`src/rtl/cfg_keyport_pkg.sv`:
```
package cfg_keyport_pkg;
    typedef enum logic [1:0] {
        KS_LOCKED = 2'd0,
        KS_ARMED  = 2'd1,
        KS_OPEN   = 2'd2
    } key_state_t;

    localparam logic [7:0] RA_LDN     = 8'h07;
    localparam logic [7:0] RA_ID_HI   = 8'h20;
    localparam logic [7:0] RA_ID_LO   = 8'h21;
    localparam logic [7:0] RA_REV     = 8'h22;
    localparam logic [7:0] RA_MFG_HI  = 8'h23;
    localparam logic [7:0] RA_MFG_LO  = 8'h24;
    localparam logic [7:0] RA_ENABLE  = 8'h30;
    localparam logic [7:0] RA_BASE_HI = 8'h60;
    localparam logic [7:0] RA_BASE_LO = 8'h61;
endpackage

```
`src/rtl/cfg_key_fsm.sv`:
```
module cfg_key_fsm
    import cfg_keyport_pkg::*;
#(
    parameter logic [7:0] ENTER_KEY = 8'h87,
    parameter logic [7:0] EXIT_KEY  = 8'hAA
) (
    input  logic       clk,
    input  logic       rst_n,
    input  logic       idx_wr,
    input  logic [7:0] wdata,
    output logic       cfg_open,
    output logic [7:0] idx_q
);
    key_state_t state_q, state_d;

    always_ff @(posedge clk or negedge rst_n) begin
        if (!rst_n) state_q <= KS_LOCKED;
        else        state_q <= state_d;
    end

    always_comb begin
        state_d = state_q;
        unique case (state_q)
            KS_LOCKED: if (idx_wr && wdata == ENTER_KEY) state_d = KS_ARMED;
            KS_ARMED:  if (idx_wr) state_d = (wdata == ENTER_KEY) ? KS_OPEN : KS_LOCKED;
            KS_OPEN:   if (idx_wr && wdata == EXIT_KEY) state_d = KS_LOCKED;
            default:   state_d = KS_LOCKED;
        endcase
    end

    always_comb begin
        cfg_open = (state_q == KS_OPEN);
    end

    always_ff @(posedge clk or negedge rst_n) begin
        if (!rst_n) idx_q <= 8'h00;
        else if (idx_wr && state_q == KS_OPEN && wdata != EXIT_KEY) idx_q <= wdata;
    end
endmodule

```
`src/rtl/cfg_ldev_bank.sv`:
```
module cfg_ldev_bank
    import cfg_keyport_pkg::*;
(
    input  logic        clk,
    input  logic        rst_n,
    input  logic        wr_en,
    input  logic [7:0]  idx,
    input  logic [7:0]  wdata,
    output logic        en,
    output logic [15:0] base
);
    always_ff @(posedge clk or negedge rst_n) begin
        if (!rst_n) begin
            en   <= 1'b0;
            base <= 16'h0000;
        end else if (wr_en) begin
            if (idx == RA_ENABLE)  en         <= wdata[0];
            if (idx == RA_BASE_HI) base[15:8] <= wdata;
            if (idx == RA_BASE_LO) base[7:0]  <= wdata;
        end
    end
endmodule

```
`src/rtl/cfg_keyport.sv`:
```
module cfg_keyport
    import cfg_keyport_pkg::*;
#(
    parameter int          NUM_DEV = 4,
    parameter logic [15:0] DEV_ID  = 16'h5A17,
    parameter logic [7:0]  DEV_REV = 8'h03,
    parameter logic [15:0] MFG_ID  = 16'h1934
) (
    input  logic                   clk,
    input  logic                   rst_n,
    input  logic                   bus_sel,
    input  logic                   bus_wr,
    input  logic [7:0]             bus_wdata,
    output logic [7:0]             bus_rdata,
    output logic [NUM_DEV-1:0]     dev_en,
    output logic [16*NUM_DEV-1:0]  dev_base
);
    localparam int LDN_W = (NUM_DEV > 1) ? $clog2(NUM_DEV) : 1;

    logic        cfg_open;
    logic [7:0]  idx_q;
    logic [7:0]  ldn_q;
    logic        ldn_ok;
    logic        data_wr;
    logic [15:0] base_arr [NUM_DEV];
    logic        sel_en;
    logic [15:0] sel_base;

    cfg_key_fsm u_fsm (
        .clk      (clk),
        .rst_n    (rst_n),
        .idx_wr   (bus_wr && !bus_sel),
        .wdata    (bus_wdata),
        .cfg_open (cfg_open),
        .idx_q    (idx_q)
    );

    assign data_wr = bus_wr && bus_sel && cfg_open;
    assign ldn_ok  = (ldn_q < 8'(NUM_DEV));

    always_ff @(posedge clk or negedge rst_n) begin
        if (!rst_n) ldn_q <= 8'h00;
        else if (data_wr && idx_q == RA_LDN) ldn_q <= bus_wdata;
    end

    for (genvar i = 0; i < NUM_DEV; i++) begin : g_bank
        cfg_ldev_bank u_bank (
            .clk   (clk),
            .rst_n (rst_n),
            .wr_en (data_wr && ldn_q == 8'(i)),
            .idx   (idx_q),
            .wdata (bus_wdata),
            .en    (dev_en[i]),
            .base  (base_arr[i])
        );
        assign dev_base[16*i +: 16] = base_arr[i];
    end

    always_comb begin
        sel_en   = 1'b0;
        sel_base = 16'h0000;
        if (ldn_ok) begin
            sel_en   = dev_en[ldn_q[LDN_W-1:0]];
            sel_base = base_arr[ldn_q[LDN_W-1:0]];
        end
    end

    always_comb begin
        bus_rdata = 8'hFF;
        if (cfg_open) begin
            if (!bus_sel) begin
                bus_rdata = idx_q;
            end else begin
                unique case (idx_q)
                    RA_LDN:     bus_rdata = ldn_q;
                    RA_ID_HI:   bus_rdata = DEV_ID[15:8];
                    RA_ID_LO:   bus_rdata = DEV_ID[7:0];
                    RA_REV:     bus_rdata = DEV_REV;
                    RA_MFG_HI:  bus_rdata = MFG_ID[15:8];
                    RA_MFG_LO:  bus_rdata = MFG_ID[7:0];
                    RA_ENABLE:  bus_rdata = {7'b0, sel_en};
                    RA_BASE_HI: bus_rdata = sel_base[15:8];
                    RA_BASE_LO: bus_rdata = sel_base[7:0];
                    default:    bus_rdata = 8'h00;
                endcase
            end
        end
    end
endmodule

```
`config.mk`:
```
export PLATFORM = sky130hd
export DESIGN_NAME = cfg_keyport
export DESIGN_NICKNAME = d
export VERILOG_FILES = /design/src/rtl/cfg_keyport_pkg.sv /design/src/rtl/cfg_key_fsm.sv /design/src/rtl/cfg_ldev_bank.sv /design/src/rtl/cfg_keyport.sv
export SDC_FILE = /design/constraint.sdc
export NUM_CORES = 1
export LEC_CHECK = 0
export BUFFER_PORTS_ARGS = -buffer_cell sky130_fd_sc_hd__buf_2
export CORE_MARGIN = 1
export CORE_UTILIZATION = 50
export DETAILED_ROUTE_END_ITERATION = 8
export GPL_ROUTABILITY_DRIVEN = 0
export GPL_TIMING_DRIVEN = 1
export HOLD_SLACK_MARGIN = 0.06
export MAX_ROUTING_LAYER = met4
export PLACE_DENSITY = 0.74
export SYNTH_ARGS = -nofsm -noshare
export SYNTH_HDL_FRONTEND = slang
export SYNTH_SLANG_ARGS = --single-unit
export TNS_END_PERCENT = 100
```
`constraint.sdc`:
```
create_clock -name clk -period 5.8 [get_ports clk]
set_clock_uncertainty 0.15 [all_clocks]
set_input_delay 1.74 -clock clk [delete_from_list [all_inputs] [get_ports clk]]
set_output_delay 1.74 -clock clk [all_outputs]
set_load 0.005 [all_outputs]
```
==> impl_metrics.tcl <==
set metrics [dict create \
    status "completed" \
    die_h_um 94.4 \
    required_ns 3.91 \
    grt_use_total_pct 26.7 \
    yosysWarnings 0 \
    area_delta_synth_final_pct 16.2 \
    syn_nets 337 \
    r2r_end "g_bank[2].u_bank.base[8]" \
    htree_num_levels 3 \
    placed_area_um2 4770 \
    grt_overflow 0 \
    clkTransAtPathRegs_ns 0.08 \
    hold_class "flip-flop to flip-flop" \
    cts_resized 0 \
    multi_input_area_um2 2000 \
    cts_tree "done" \
    worstPathCellList "buf_2 > o21ai_0 > a221o_1 > a31o_2 > o22a_1 > buf_2" \
    regToRegSetupSlack_ns 3.12 \
    routed_wl_um 10800 \
    rows 33 \
    ys.flop_type "dfrtp_1" \
    hold_viol_final 0 \
    dp.cells 499 \
    numCtsBuffers 9 \
    fin_cells 515 \
    setup_viol 0 \
    tightest_slew_ns 1.08 \
    worstPathMaxFanout 8 \
    critPathArrivalTime_ns 2.84 \
    leakagePower_nw 2.52 \
    grt_antenna_before_repair 0 \
    syn_avg_cell_area_um2 13.1 \
    layout.nets 417 \
    max-vdd-ir-drop_mv 0.142 \
    post-route-period-util_pct 81.5 \
    layout_min_cycle_time_ns 4.73 \
    clkLatencyLatePin_ns 0.35 \
    power_mw 1.06 \
    chipWidth_um 94.4 \
    drc_errors 0 \
    drt_iter0_drc 172 \
    vias 3062 \
    post_cts.repair.setup_buffers 0 \
    cts_buffer_depth 2 \
    drive_gt1_share_pct 53.4 \
    clockPowerShare_pct 40.2 \
    power_switching_mw 0.238 \
    dr.pass1.iters 4 \
    rsz0062_at_grt "false" \
    diodes 0 \
    grt_pass1_wl_um 16700 \
    ys_ff_latch 86 \
    cell_internal_pwr_mw 0.818 \
    ios 88 \
    grt_max_degree 87 \
    crit_start "bus_sel" \
    slowest_stage "a221o_1" \
    critPathMostFrequentCell "buf_2" \
    crit_end "bus_rdata[0]" \
    maxCapViolCount 0 \
    p_seq_share_pct 56.9 \
    core_area_um2 8260 \
    r2r_cells 5 \
    cts-root-buf "clkbuf_8" \
    combinationalPowerShare_pct 2.9 \
    asyncSetResetFlopFracSynth_pct 100 \
    hpwl_um 7660 \
    synth_edf_count 0 \
    fill_cells 692 \
    regArea_um2 2150 \
    ant_nets 0 \
    wire_per_inst_um 21.0 \
    cts_hold_buf 0 \
    fin_tns_setup_ns 0 \
    final_util_pct 60.1 \
    grt_pass1_vias 3044 \
    seq_area_frac_synth_pct 50.4 \
    critPathCaptureType "output port" \
    numPortBuffers 87 \
    synth.cell_area_um2 4270 \
    cp_slowest_stage_delay_ns 0.29 \
    cp-start-kind "input pin" \
    initial_core_util_pct 51.7 \
    detail_route.vias_per_cell 5.95 \
    crit_type "input pin to output port" \
    fin_area_um2 4970 \
    syn_inst 325 \
    powerDensity_nw_per_um2 213 \
    cts_num_sinks 86 \
    maxSlewHeadroom_pct 28.0 \
    switching_share_pct 22.5 \
    dieArea_um2 8920 \
    r2r_start "ldn_q[7]" \
    yosysUniqueCellTypes 46 \
    slew_viol_final 0 \
    max_clock_freq_ghz 0.212 \
]
==> state kept, by name, indices dropped and copies added (netlist names) <==
signal / cells
g_bank.u_bank.en: 4
u_fsm.state_q: 2
g_bank.u_bank.base: 64
u_fsm.idx_q: 8
ldn_q: 8
==> through the flow <==
step                hold slack, ns  worst slack [ns]
floorplan                    0.269              1.45
global placement             0.288              1.10
detailed placement           0.310              1.09
CTS                          0.320              1.08
global route                 0.351              1.03
finish                       0.314              1.07
==> how the worst min path moves through the flow <==
stage | from | cells past startpoint | to
2_1_floorplan | u_fsm.state_q[1] | 1 | u_fsm.state_q[0]
3_3_place_gp | u_fsm.state_q[1] | 1 | u_fsm.state_q[0]
3_5_place_dp | u_fsm.state_q[1] | 1 | u_fsm.state_q[0]
4_1_cts | u_fsm.state_q[1] | 1 | u_fsm.state_q[0]
5_1_grt | u_fsm.state_q[1] | 1 | u_fsm.state_q[0]
6_report | u_fsm.state_q[1] | 1 | u_fsm.state_q[0]
==> cells by family (layout without fill, tap and decap cells) <==
family / count (synthesis) / count (layout) / share of synthesized area [%]
buf+inv: 26 / 111 / 2.75
compound gates: 30 / 30 / 4.69
flops: 86 / 86 / 50.4
mux: 99 / 99 / 30.6
simple gates: 84 / 84 / 11.6
==> power groups by stage <==
stage                     Sequential (mW)  Clock [mW]  Combinational (mW)
after detailed placement            0.613           0              0.0315
after CTS                           0.601       0.431              0.0315
after floorplan                     0.612           0             0.00883
after global placement              0.613           0              0.0307
final                               0.601       0.425              0.0305
after global routing                0.601       0.458              0.0343
==> placed cells by master (no fill, tap or decap), types with 2 or more instances in the layout <==
cell type / instances
nor2_2: 4
a211oi_1: 2
a31oi_1: 6
nand2b_1: 2
mux4_2: 17
a221oi_1: 2
a21oi_1: 4
inv_1: 5
o21ai_0: 8
buf_2: 86
or3_1: 2
nor3_1: 3
and3_1: 4
clkbuf_8: 10
nand2_2: 4
nor4_1: 4
clkbuf_1: 2
nand2_1: 15
buf_4: 4
dfrtp_1: 86
mux2_2: 82
nor2b_1: 3
nor2_1: 13
nand3_1: 16
==> critical path, delay by kind of cell <==
family / cells / cell delay (ns)
AOI/OAI and AO/OA: 4 / 0.80
buffers and inverters: 2 / 0.30
==> synthesized netlist by cell type, drive strengths merged, types with 5 or more instances <==
library cell  number  area (µm²)
nor4               5        46.3
inv                5        18.8
dfrtp             86        2150
mux2              82         923
a31oi              6        37.5
nor2              17        73.8
nand3             17        97.6
nand2             19        81.3
o21ai              8        40.0
buf               10        57.6
mux4              17         383
clkbuf            11        41.3
==> metal layers <==
layer / routed length, µm / share of wire, % / GRT usage (%)
met5: 0 / 0 / -
met4: 161 / 1.5 / 7.82
met3: 635 / 5.9 / 5.80
met2: 5210 / 48 / 40.3
met1: 4810 / 44 / 36.3
==> layout make-up <==
class / count / area share [%]
Multi-Input combinational cell: 213 / 40.3
Sequential cell: 86 / 43.3
Clock buffer: 12 / 2.92
Inverter: 5 / 0.378
Timing Repair Buffer: 90 / 9.27
Clock inverter: 4 / 1.11
Tap cell: 105 / 2.65
Note: power is estimated with default switching activity, not from simulation.
